==> config.mk <==
export PLATFORM = sky130hd
export DESIGN_NAME = cpbm_store
export DESIGN_NICKNAME = d
export VERILOG_FILES = /design/src/rtl/cpbm_pkg.sv /design/src/rtl/cpbm_selector.sv /design/src/rtl/cpbm_bank.sv /design/src/rtl/cpbm_probe.sv /design/src/rtl/cpbm_store.sv
export SDC_FILE = /design/constraint.sdc
export NUM_CORES = 2
export LEC_CHECK = 0
export CELL_PAD_IN_SITES_DETAIL_PLACEMENT = 0
export CELL_PAD_IN_SITES_GLOBAL_PLACEMENT = 1
export CORE_AREA = 3 3 408 410
export DETAILED_ROUTE_END_ITERATION = 12
export DIE_AREA = 0 0 411 413
export DONT_BUFFER_PORTS = 1
export PLACE_DENSITY_LB_ADDON = 0.1
export SYNTH_ARGS = -nofsm -noshare
export SYNTH_HDL_FRONTEND = slang
export SYNTH_SLANG_ARGS = --single-unit
==> constraint.sdc <==
create_clock -name clk -period 6.5 [get_ports clk]
set_input_delay 0.65 -clock clk [delete_from_list [all_inputs] [get_ports clk]]
set_output_delay 0.65 -clock clk [all_outputs]
set_load 0.02 [all_outputs]
==> src/rtl/cpbm_pkg.sv <==
package cpbm_pkg;

    localparam int ADDR_W     = 13;
    localparam int WORD_IDX_W = 10;
    localparam int PWORD_W    = 11;

    localparam logic [ADDR_W-1:0] SEL_ADDR    = 13'h100;
    localparam logic [31:0]       SEL_RD_MASK = 32'h0F00_FFFF;

    typedef enum logic [1:0] {
        ACC_NONE = 2'd0,
        ACC_SEL  = 2'd1,
        ACC_WIN  = 2'd2
    } acc_e;

    typedef struct packed {
        logic [3:0]  inst;
        logic [15:0] part;
    } sel_t;

    typedef struct packed {
        acc_e                  kind;
        logic [WORD_IDX_W-1:0] word;
    } acc_t;

    function automatic sel_t sel_from_word(input logic [31:0] w);
        sel_t s;
        s.inst = w[27:24];
        s.part = w[15:0];
        return s;
    endfunction

    function automatic logic [31:0] sel_to_word(input sel_t s);
        return {4'h0, s.inst, 8'h00, s.part};
    endfunction

    // portion p lives in word p >> 5, bit p & 31
    function automatic logic [PWORD_W-1:0] portion_word(input logic [15:0] p);
        return p[15:5];
    endfunction

    function automatic logic [4:0] portion_bit(input logic [15:0] p);
        return p[4:0];
    endfunction

    function automatic acc_t decode_addr(input logic [ADDR_W-1:0] a);
        acc_t r;
        r.kind = ACC_NONE;
        r.word = a[11:2];
        if (a[1:0] == 2'b00) begin
            if (a == SEL_ADDR)
                r.kind = ACC_SEL;
            else if (a[12])
                r.kind = ACC_WIN;
        end
        return r;
    endfunction

endpackage

==> src/rtl/cpbm_selector.sv <==
module cpbm_selector
    import cpbm_pkg::*;
(
    input  logic        clk,
    input  logic        rst,
    input  logic        we,
    input  logic [31:0] wdata,
    output sel_t        sel
);

    always_ff @(posedge clk) begin
        if (rst)
            sel <= '0;
        else if (we)
            sel <= sel_from_word(wdata);
    end

endmodule

==> src/rtl/cpbm_bank.sv <==
module cpbm_bank
    import cpbm_pkg::*;
#(
    parameter int NUM_PART = 8,
    parameter int NUM_INST = 2,
    parameter int BM_WIDTH = 48,
    parameter bit HAS_INST = 1'b1
) (
    input  logic                  clk,
    input  logic                  rst,
    input  logic                  we,
    input  logic [WORD_IDX_W-1:0] word,
    input  logic [31:0]           wdata,
    input  sel_t                  sel,
    output logic [31:0]           rdata,
    input  logic [15:0]           lk_part,
    input  logic [3:0]            lk_inst,
    output logic [((BM_WIDTH+31)/32)*32-1:0] lk_row,
    output logic                  lk_hit
);

    localparam int NUM_WORDS = (BM_WIDTH + 31) / 32;
    localparam int PAD_W     = NUM_WORDS * 32;
    localparam int INST_N    = HAS_INST ? NUM_INST : 1;
    localparam int PI_W      = (NUM_PART > 1) ? $clog2(NUM_PART) : 1;
    localparam int II_W      = (INST_N > 1) ? $clog2(INST_N) : 1;
    localparam int WI_W      = (NUM_WORDS > 1) ? $clog2(NUM_WORDS) : 1;

    logic [BM_WIDTH-1:0] mem [INST_N][NUM_PART];

    // window side resolution
    logic            sel_ok, word_ok;
    logic [PI_W-1:0] w_pidx;
    logic [II_W-1:0] w_iidx;
    logic [WI_W-1:0] w_slot;
    logic [PAD_W-1:0] cur_pad, next_pad;
    logic [BM_WIDTH-1:0] next_row;

    always_comb begin
        sel_ok  = (32'(sel.part) < NUM_PART) &&
                  (!HAS_INST || (32'(sel.inst) < NUM_INST));
        word_ok = 32'(word) < NUM_WORDS;
        w_pidx  = sel.part[PI_W-1:0];
        w_iidx  = HAS_INST ? sel.inst[II_W-1:0] : '0;
        w_slot  = word[WI_W-1:0];

        cur_pad = '0;
        cur_pad[BM_WIDTH-1:0] = mem[w_iidx][w_pidx];

        next_pad = cur_pad;
        next_pad[32*w_slot +: 32] = wdata;
        next_row = next_pad[BM_WIDTH-1:0];

        rdata = (sel_ok && word_ok) ? cur_pad[32*w_slot +: 32] : 32'h0;
    end

    always_ff @(posedge clk) begin
        if (rst) begin
            for (int i = 0; i < INST_N; i++)
                for (int p = 0; p < NUM_PART; p++)
                    mem[i][p] <= '1;
        end else if (we && sel_ok && word_ok) begin
            mem[w_iidx][w_pidx] <= next_row;
        end
    end

    // lookup side resolution
    logic            lk_ok;
    logic [PI_W-1:0] l_pidx;
    logic [II_W-1:0] l_iidx;

    always_comb begin
        lk_ok  = (32'(lk_part) < NUM_PART) &&
                 (!HAS_INST || (32'(lk_inst) < NUM_INST));
        l_pidx = lk_part[PI_W-1:0];
        l_iidx = HAS_INST ? lk_inst[II_W-1:0] : '0;
        lk_row = '0;
        if (lk_ok)
            lk_row[BM_WIDTH-1:0] = mem[l_iidx][l_pidx];
        lk_hit = lk_ok;
    end

endmodule

==> src/rtl/cpbm_probe.sv <==
module cpbm_probe
    import cpbm_pkg::*;
#(
    parameter int BM_WIDTH = 48
) (
    input  logic [((BM_WIDTH+31)/32)*32-1:0] row,
    input  logic                             hit,
    input  logic [15:0]                      portion,
    output logic                             permit
);

    localparam int NUM_WORDS = (BM_WIDTH + 31) / 32;
    localparam int WI_W      = (NUM_WORDS > 1) ? $clog2(NUM_WORDS) : 1;

    logic               in_range;
    logic [PWORD_W-1:0] widx;
    logic [4:0]         bidx;
    logic [WI_W-1:0]    slot;
    logic [31:0]        word_bits;

    always_comb begin
        in_range  = 32'(portion) < BM_WIDTH;
        widx      = portion_word(portion);
        bidx      = portion_bit(portion);
        slot      = widx[WI_W-1:0];
        word_bits = row[32*slot +: 32];
        permit    = hit && in_range && word_bits[bidx];
    end

endmodule

==> src/rtl/cpbm_store.sv <==
module cpbm_store
    import cpbm_pkg::*;
#(
    parameter int NUM_PART    = 8,
    parameter int NUM_INST    = 2,
    parameter int BM_WIDTH    = 48,
    parameter bit HAS_INST    = 1'b1,
    parameter bit HAS_PORTION = 1'b1
) (
    input  logic        clk,
    input  logic        rst,
    input  logic        bus_secure,
    input  logic [12:0] bus_addr,
    input  logic        bus_wr,
    input  logic [31:0] bus_wdata,
    output logic [31:0] bus_rdata,
    input  logic        lk_secure,
    input  logic [15:0] lk_part,
    input  logic [3:0]  lk_inst,
    input  logic [15:0] lk_portion,
    output logic        lk_permit
);

    localparam int NUM_WORDS = (BM_WIDTH + 31) / 32;
    localparam int PAD_W     = NUM_WORDS * 32;
    localparam int NUM_BANKS = 2;

    acc_t acc;
    assign acc = decode_addr(bus_addr);

    sel_t             sel_q    [NUM_BANKS];
    logic [31:0]      bank_rd  [NUM_BANKS];
    logic [PAD_W-1:0] bank_row [NUM_BANKS];
    logic             bank_hit [NUM_BANKS];

    // bank 1 is secure, bank 0 non-secure
    for (genvar s = 0; s < NUM_BANKS; s++) begin : g_bank
        logic frame_hit;
        assign frame_hit = (bus_secure == 1'(s));

        cpbm_selector u_sel (
            .clk   (clk),
            .rst   (rst),
            .we    (bus_wr && frame_hit && (acc.kind == ACC_SEL)),
            .wdata (bus_wdata),
            .sel   (sel_q[s])
        );

        if (HAS_PORTION) begin : g_store
            cpbm_bank #(
                .NUM_PART (NUM_PART),
                .NUM_INST (NUM_INST),
                .BM_WIDTH (BM_WIDTH),
                .HAS_INST (HAS_INST)
            ) u_bank (
                .clk     (clk),
                .rst     (rst),
                .we      (bus_wr && frame_hit && (acc.kind == ACC_WIN)),
                .word    (acc.word),
                .wdata   (bus_wdata),
                .sel     (sel_q[s]),
                .rdata   (bank_rd[s]),
                .lk_part (lk_part),
                .lk_inst (lk_inst),
                .lk_row  (bank_row[s]),
                .lk_hit  (bank_hit[s])
            );
        end else begin : g_absent
            assign bank_rd[s]  = '0;
            assign bank_row[s] = '0;
            assign bank_hit[s] = 1'b0;
        end
    end

    always_comb begin
        unique case (acc.kind)
            ACC_SEL: bus_rdata = sel_to_word(sel_q[bus_secure]);
            ACC_WIN: bus_rdata = bank_rd[bus_secure];
            default: bus_rdata = 32'h0;
        endcase
    end

    if (HAS_PORTION) begin : g_probe
        cpbm_probe #(
            .BM_WIDTH (BM_WIDTH)
        ) u_probe (
            .row     (bank_row[lk_secure]),
            .hit     (bank_hit[lk_secure]),
            .portion (lk_portion),
            .permit  (lk_permit)
        );
    end else begin : g_open
        assign lk_permit = 32'(lk_portion) < BM_WIDTH;
    end

endmodule

======== Word level (Yosys, flattened, before mapping) ========
Memories as Yosys holds them, arrays and structs flattened. A register that Yosys moved wholly into a read port is not among the register bits.
Index checks and enable logic that the tools add are counted.
storage, ports and cells
  logic and storage cells ................. 116
  memories ................................ 2
  bits in writable memories ............... 1536
  input bits .............................. 86
  output and inout port bits .............. 33
  bits in registers ....................... 40
memories
  memory                        depth  bits a word  read ports  clocked after memory_dff  write ports  RTL line         RTL
  g_bank[0].g_store.u_bank.mem  2      384          2           1                         2            cpbm_bank.sv:29  logic [BM_WIDTH-1:0] mem [INST_N][NUM_PART];
  g_bank[1].g_store.u_bank.mem  2      384          2           1                         2            cpbm_bank.sv:29
cells by class
  equal/unequal tests ..................... 3
  multiplexer cells ....................... 57
  shift-type cells ........................ 5
  order comparisons ....................... 16
  $add $sub $neg .......................... 1
  reduce and logical (&&, ||, !) cells .... 22
  bitwise logic cells ..................... 6
operators with widths
  operator                                                                   count
  384-bit two-way mux                                                        6
  384-bit OR reduction                                                       2
  48-bit two-way mux                                                         13
  48-bit binary-select mux with 3-bit select                                 4
  48-bit demux with 3-bit select                                             2
  64-bit by 7-bit indexed part select with 32-bit output                     3
  32-bit two-way mux                                                         5
  64-bit bitwise mux                                                         2
  64-bit two-way mux                                                         2
  32-bit one-hot mux with 2 select lines                                     1
  32-bit by 34-bit variable shift with 64-bit output (first input constant)  1
  32-bit by 34-bit indexed part select with 64-bit output                    1
  20-bit two-way mux                                                         3
  16-bit by 4-bit < comparator with 1-bit output (second input constant)     3
  6-bit negation with 34-bit output                                          1
  1-bit logical AND                                                          19
  16-bit by 6-bit < comparator with 1-bit output (second input constant)     1
  1-bit two-way mux                                                          15
  13-bit by 9-bit == test with 1-bit output (second input constant)          1
  4-bit greater-or-equal comparator (second input constant)                  3
  4-bit by 2-bit < comparator with 1-bit output (second input constant)      3
  3-bit NOT with 4-bit output                                                3
  10-bit by 2-bit < comparator with 1-bit output (second input constant)     1
  4-bit by 1-bit < comparator with 1-bit output (second input constant)      2
  other kinds (9)                                                            13

======== Depth between registers and ports, before layout ========
  word-level depth ........................ 12
  depth in mapped cells ................... 15
  gate-level depth less buffers ........... 8

======== Cells and area by module ========
From an unflattened synthesis, not the netlist that was laid out.
second synthesis, totals
  cell total of the unflattened synthesis .. 5394
  area, all modules ....................... 82305.2 sq um
by module, submodules not included
  module                                 sequential area each (sq um)  cells an instance  instances  area each (sq um)
  cpbm_bank at g_bank[0].g_store.u_bank  23062.1                       2562               1          39611.7
  cpbm_bank at g_bank[1].g_store.u_bank  23062.1                       2476               1          39039.9
  cpbm_store                             0.0                           179                1          1601.5
  cpbm_selector                          400.4                         64                 2          705.7
  cpbm_probe                             0.0                           49                 1          640.6

======== Worst setup path after synthesis ========
Ideal clock, no wire load.
  path type ............................... input port to flip-flop
  start ................................... input port bus_addr[7]
  end ..................................... memory g_bank[0].g_store.u_bank.mem[1][0] (netlist name) (enable)
  path slack .............................. 1.339 ns
  path buffers ............................ 2
  library setup time ...................... 0.469 ns
  required time ........................... 6.031 ns
  arrival ................................. 4.691 ns
  cell stages on the path ................. 8
  path through ............................ nor4_2 > nand3b_1 > or4_1 > clkbuf_1 > nor2_1 > clkbuf_1 > a21oi_1 > a21oi_1
RTL lines
  element          RTL line          RTL
  start, declared  cpbm_store.sv:13  input logic [12:0] bus_addr,
  end, declared    cpbm_bank.sv:29

======== Worst setup path after layout ========
  start ................................... register g_bank[1].u_sel.sel[0] (netlist name)
  end ..................................... output port bus_rdata[10]
on the way
  cells in the longest elaborated chain, start to end .. 10
  elaborated cells between the ends (all ways) .. 13
  classes of those cells .................. 1 x order compare; 1 x shift; 8 x mux; 1 x bitwise; 2 x reduce/logical
RTL lines
  element                                                    RTL line          RTL
  3-bit NOT with 4-bit output (not written as such)          cpbm_bank.sv:48   cur_pad[BM_WIDTH-1:0] = mem[w_iidx][w_pidx];
  48-bit binary-select mux with 3-bit select                 cpbm_bank.sv:48
  48-bit two-way mux (not written as such) (2 in a row)      cpbm_bank.sv:48
  64-bit by 7-bit indexed part select with 32-bit output     cpbm_bank.sv:54   rdata = (sel_ok && word_ok) ? cur_pad[32*w_slot +: 32] : 32'h0;
  32-bit two-way mux (*)                                     cpbm_bank.sv:54
  32-bit two-way mux (not written as such) (*) (3 in a row)  cpbm_store.sv:78  ACC_WIN: bus_rdata = bank_rd[bus_secure];
  32-bit one-hot mux with 2 select lines (*)                 cpbm_store.sv:76  unique case (acc.kind)
  end, declared                                              cpbm_store.sv:16  output logic [31:0] bus_rdata,
Every way passes the cells marked *; elsewhere a longest branch is shown, timed or not. The select of a mux whose other input is x is not followed.

==> results.txt <==
* Status: complete, but fails checks
- Violated checks: max-slew violations
* Mean post-synth cell area: 15.1 um^2
- TritonCTS clock tree: done
* Transition time at the pin with the least slew margin: 1750 ps
- Entering global routing, the biggest net connects 387 pins.
- For this run, the top clock speed supported by timing is 179 MHz.
- Final GP Congestion: 0.889
* Maximum net fanout on the critical path: 47
- Core Area: 163000 um^2
* Routed Antenna Nets: 0
* Buffers inserted by post-CTS timing repair: 0
- Sequential group share of total power: 51.5%
- The floorplan step set the die height to 413 um.
* Insertion delay of the later-clocked pin in the worst-skew pair: 830 ps
- During placement, the flow inserted port buffers numbering 0.
- Yosys printed 0 warnings.
- Cell family with most CP delay: compound AO/OA/AOI/OAI gates
- Power spread over the standard cell area amounts to 250 nW/um^2.
- Of the post-synthesis cell area, the dominant cell type holds 57.9%.
* Endpoint, Worst Hold: g_bank[1].g_store.u_bank.mem[1][382]
* Total track usage: 35.5%
- Internal power comes to 16.9 mW.
- Summed over all layers, the global routing overflow is 0.
* Wire length after detailed routing: 301 mm
- Clock tree synthesis selected as its root buffer the cell clkbuf_16.
- For this configuration, the core starts out at a cell density of 49.0%.
- Count of flip-flops with a built-in enable after synthesis: 1536
- Buffers and inverters on the worst path: 1
* Synthesized netlist net count: 5361
- Traced cell by cell, the critical path runs through or3b_2 -> buf_4 -> o22ai_1 -> a221oi_1 -> o221a_2 -> mux2i_1 -> nor2_1 -> a21oi_1 -> o22ai_1.
- Sw Ratio: 22.5%
- Dominant synthesized flop cell: edfxtp_1
- Number of global-route vias before repair: 51600
- Number of max-cap violations: 0
- Vias after detailed routing: 51900
- CTS built an H-tree with a depth of 4.
- HP Start: bus_wdata[14]
* Number of antenna violations at the first check in global routing: 13
* Sequential cell area fraction in the yosys report: 58.9%
- Crit. End Element: output port
- Type of the worst setup path: reg -> out
* Worst min path class: in -> reg
* Vias per cell: 6.93
- Iteration count of the initial detailed-routing pass: 5
- Reg2reg setup slack: 1520 ps
* Die width: 411 um
- Leaving out fill and tap cells, the most frequent cell in the layout is edfxtp_1.
- The startpoint identified for the worst register-to-register timing path is g_bank[0].u_sel.sel[4].
- Once layout is done, the placed cells without fillers occupy 87100 um^2.
- Of the available clock period, the critical path in the final layout requires 85.9%.
- The die covers 170000 um^2.
* Net count of the finished layout: 5240
- FF+latch count, synth: 1578
* Total negative setup slack: 0 ps
* Critical Path Start Type: flop
* Setup repair after global routing missed its margin: false
- Summed over all cells, the static leakage comes to 21.5 nW.
- Worst reg2reg path depth: 9
- Cts bufs inserted: 172
- Once placement finished, the instance area stood at 81500 um^2.
* Number of distinct library cells after synthesis: 77
- The initialized floorplan defines 148 standard-cell rows.
* Most prevalent standard cell on the critical path: o22ai_1
* WL/cell: 40.2 um
- # clock sinks: 1578
- Switching pwr: 4.90 mW
* Finished Core Util: 53.5%
- In the synthesized netlist, the number of instances is 5275.
- DRC marker count from the first detailed-route iteration: 7063
- I/O Pins: 119
- Area growth from synthesis to layout: 9.35%
- Crit Reg-Reg Endpoint: g_bank[0].g_store.u_bank.mem[1][57]
- The clock passes through at most 3 buffers.
- By area the synthesized netlist is led by edfxtp_1 (58%), mux4_2 (19%), nand2_1 (5.1%).
* Worst slew slack as a fraction of its limit: -16.6%
* Number of failing hold endpoints at the final stage: 0
- Largest clock skew in the final design: 26.5 ps
* Endpoint required time on the critical path: 5850 ps
- Logic depth of the worst path, buffers included: 9
- Number of cells upsized or downsized after cts: 0
* Clock transition time at the flip-flop clock pins of the worst setup and hold paths: 60 ps
- Proportion of power drawn by the clock network: 43.7%
- Global-route wire length before repair: 415 mm
- Layout cell share with drive strength beyond 1: 23.4%
* Post-Synthesis Cell Area: 79700 um^2
- Placed wire-length estimate: 177 mm
- Slowest cell delay on critical path: 1000 ps
* Final setup violation count: 0
- Asr flop ratio synth: 0%
* Worst hold stages: 2
* DRC errors left: 0
- CP Data Arrival Time: 4930 ps
- After layout, the minimum clock period comes to 5580 ps.
- Across the VDD grid, the largest voltage drop is 0.000293 V.
- Combinational logic is responsible for 4.8% of the overall power.
* Yosys top cell by area: edfxtp_1
- Most frequent cells in the layout: edfxtp_1 (1536), nand2_1 (1077), mux4_2 (669)
* Max stage delay cell, worst path: o22ai_1
* Hold bufs inserted after CTS: 22
* Total count of max-transition violations in the final report: 169
[state kept, by name, summed over array words and instances (netlist names), named ones only]
register	cells
g_bank.g_store.u_bank.mem	1536
g_bank.u_sel.sel	40
[per-layer routing]
metal | GRT usage, % | up-vias | share of wire (%)
li1 | - | 20600 | -
met5 | 0 | - | 0.0043
met3 | 8.54 | 623 | 11
met2 | 54.6 | 3488 | 46
met1 | 47.5 | 27200 | 37
met4 | 17.9 | 2 | 5.9
[final cells by class]
cell class,instances,area (um^2)
Tap cell,2175,2720
Multi-Input combinational cell,3170,30300
Clock buffer,219,4550
Inverter,66,253
Clock inverter,94,798
Fill cell,13200,75600
Antenna cell,24,60.1
Sequential cell,1578,47000
Timing Repair Buffer,166,1470
[how the worst max path moves through the flow]
| stage | start | end |
|---|---|---|
| after floorplan | bus_addr[7] | g_bank[0].g_store.u_bank.mem[1][0] |
| after global placement | bus_addr[7] | g_bank[0].g_store.u_bank.mem[1][57] |
| after detailed placement | bus_addr[7] | g_bank[0].g_store.u_bank.mem[1][57] |
| after CTS | g_bank[1].u_sel.sel[0] | bus_rdata[10] |
| after global routing | g_bank[1].u_sel.sel[0] | bus_rdata[10] |
| final | g_bank[1].u_sel.sel[0] | bus_rdata[10] |
[power groups by stage]
stage / clock [mW] / sequential (mW) / combinational (mW)
2_1_floorplan: 0 / 11.4 / 0.692
3_3_place_gp: 0 / 11.4 / 0.990
3_5_place_dp: 0 / 11.4 / 0.991
4_1_cts: 9.55 / 11.2 / 1.02
5_1_grt: 9.93 / 11.2 / 1.05
6_report: 9.50 / 11.2 / 1.05
[cell usage after synthesis (8+ instances only)]
library cell,n
mux4_2,669
o21ai_0,47
nor2_2,15
o221ai_1,20
o22ai_1,110
nor2_1,112
nor2b_1,46
nor3_1,27
mux2_2,83
nand3_1,26
or2_2,21
o22a_1,19
buf_1,33
a22o_1,9
nand2_1,1077
buf_4,55
or3_1,12
and3_1,11
clkbuf_1,168
inv_1,62
a211oi_1,30
buf_6,32
a22oi_1,59
edfxtp_1,1536
mux2i_1,400
buf_8,8
dfxtp_1,42
buf_2,160
nand2b_1,10
o21bai_1,8
and2_1,59
a221oi_1,14
a31oi_1,13
o21ai_1,13
a21oi_1,127
nor4_1,21
[per-stage QoR]
stage               hold WS [ps]  setup WS [ps]  cells  total power, mW
finish                      54.1            917   7492             21.8
global route                38.3            836   7485             22.2
CTS                        0.656           1080   7468             21.8
detailed placement           462           1690   7133             12.4
global placement             460           1710   7133             12.4
floorplan                    449           1340   5275             12.1
[cell families after synthesis]
kind of cell	synth area share (%)
flip-flops	58.9
AND/OR/NAND/NOR	7.80
multiplexers	25.2
AO/OA/AOI/OAI	4.59
buffers and inverters	3.51
No activity file was read; power rests on OpenSTA's default activity.
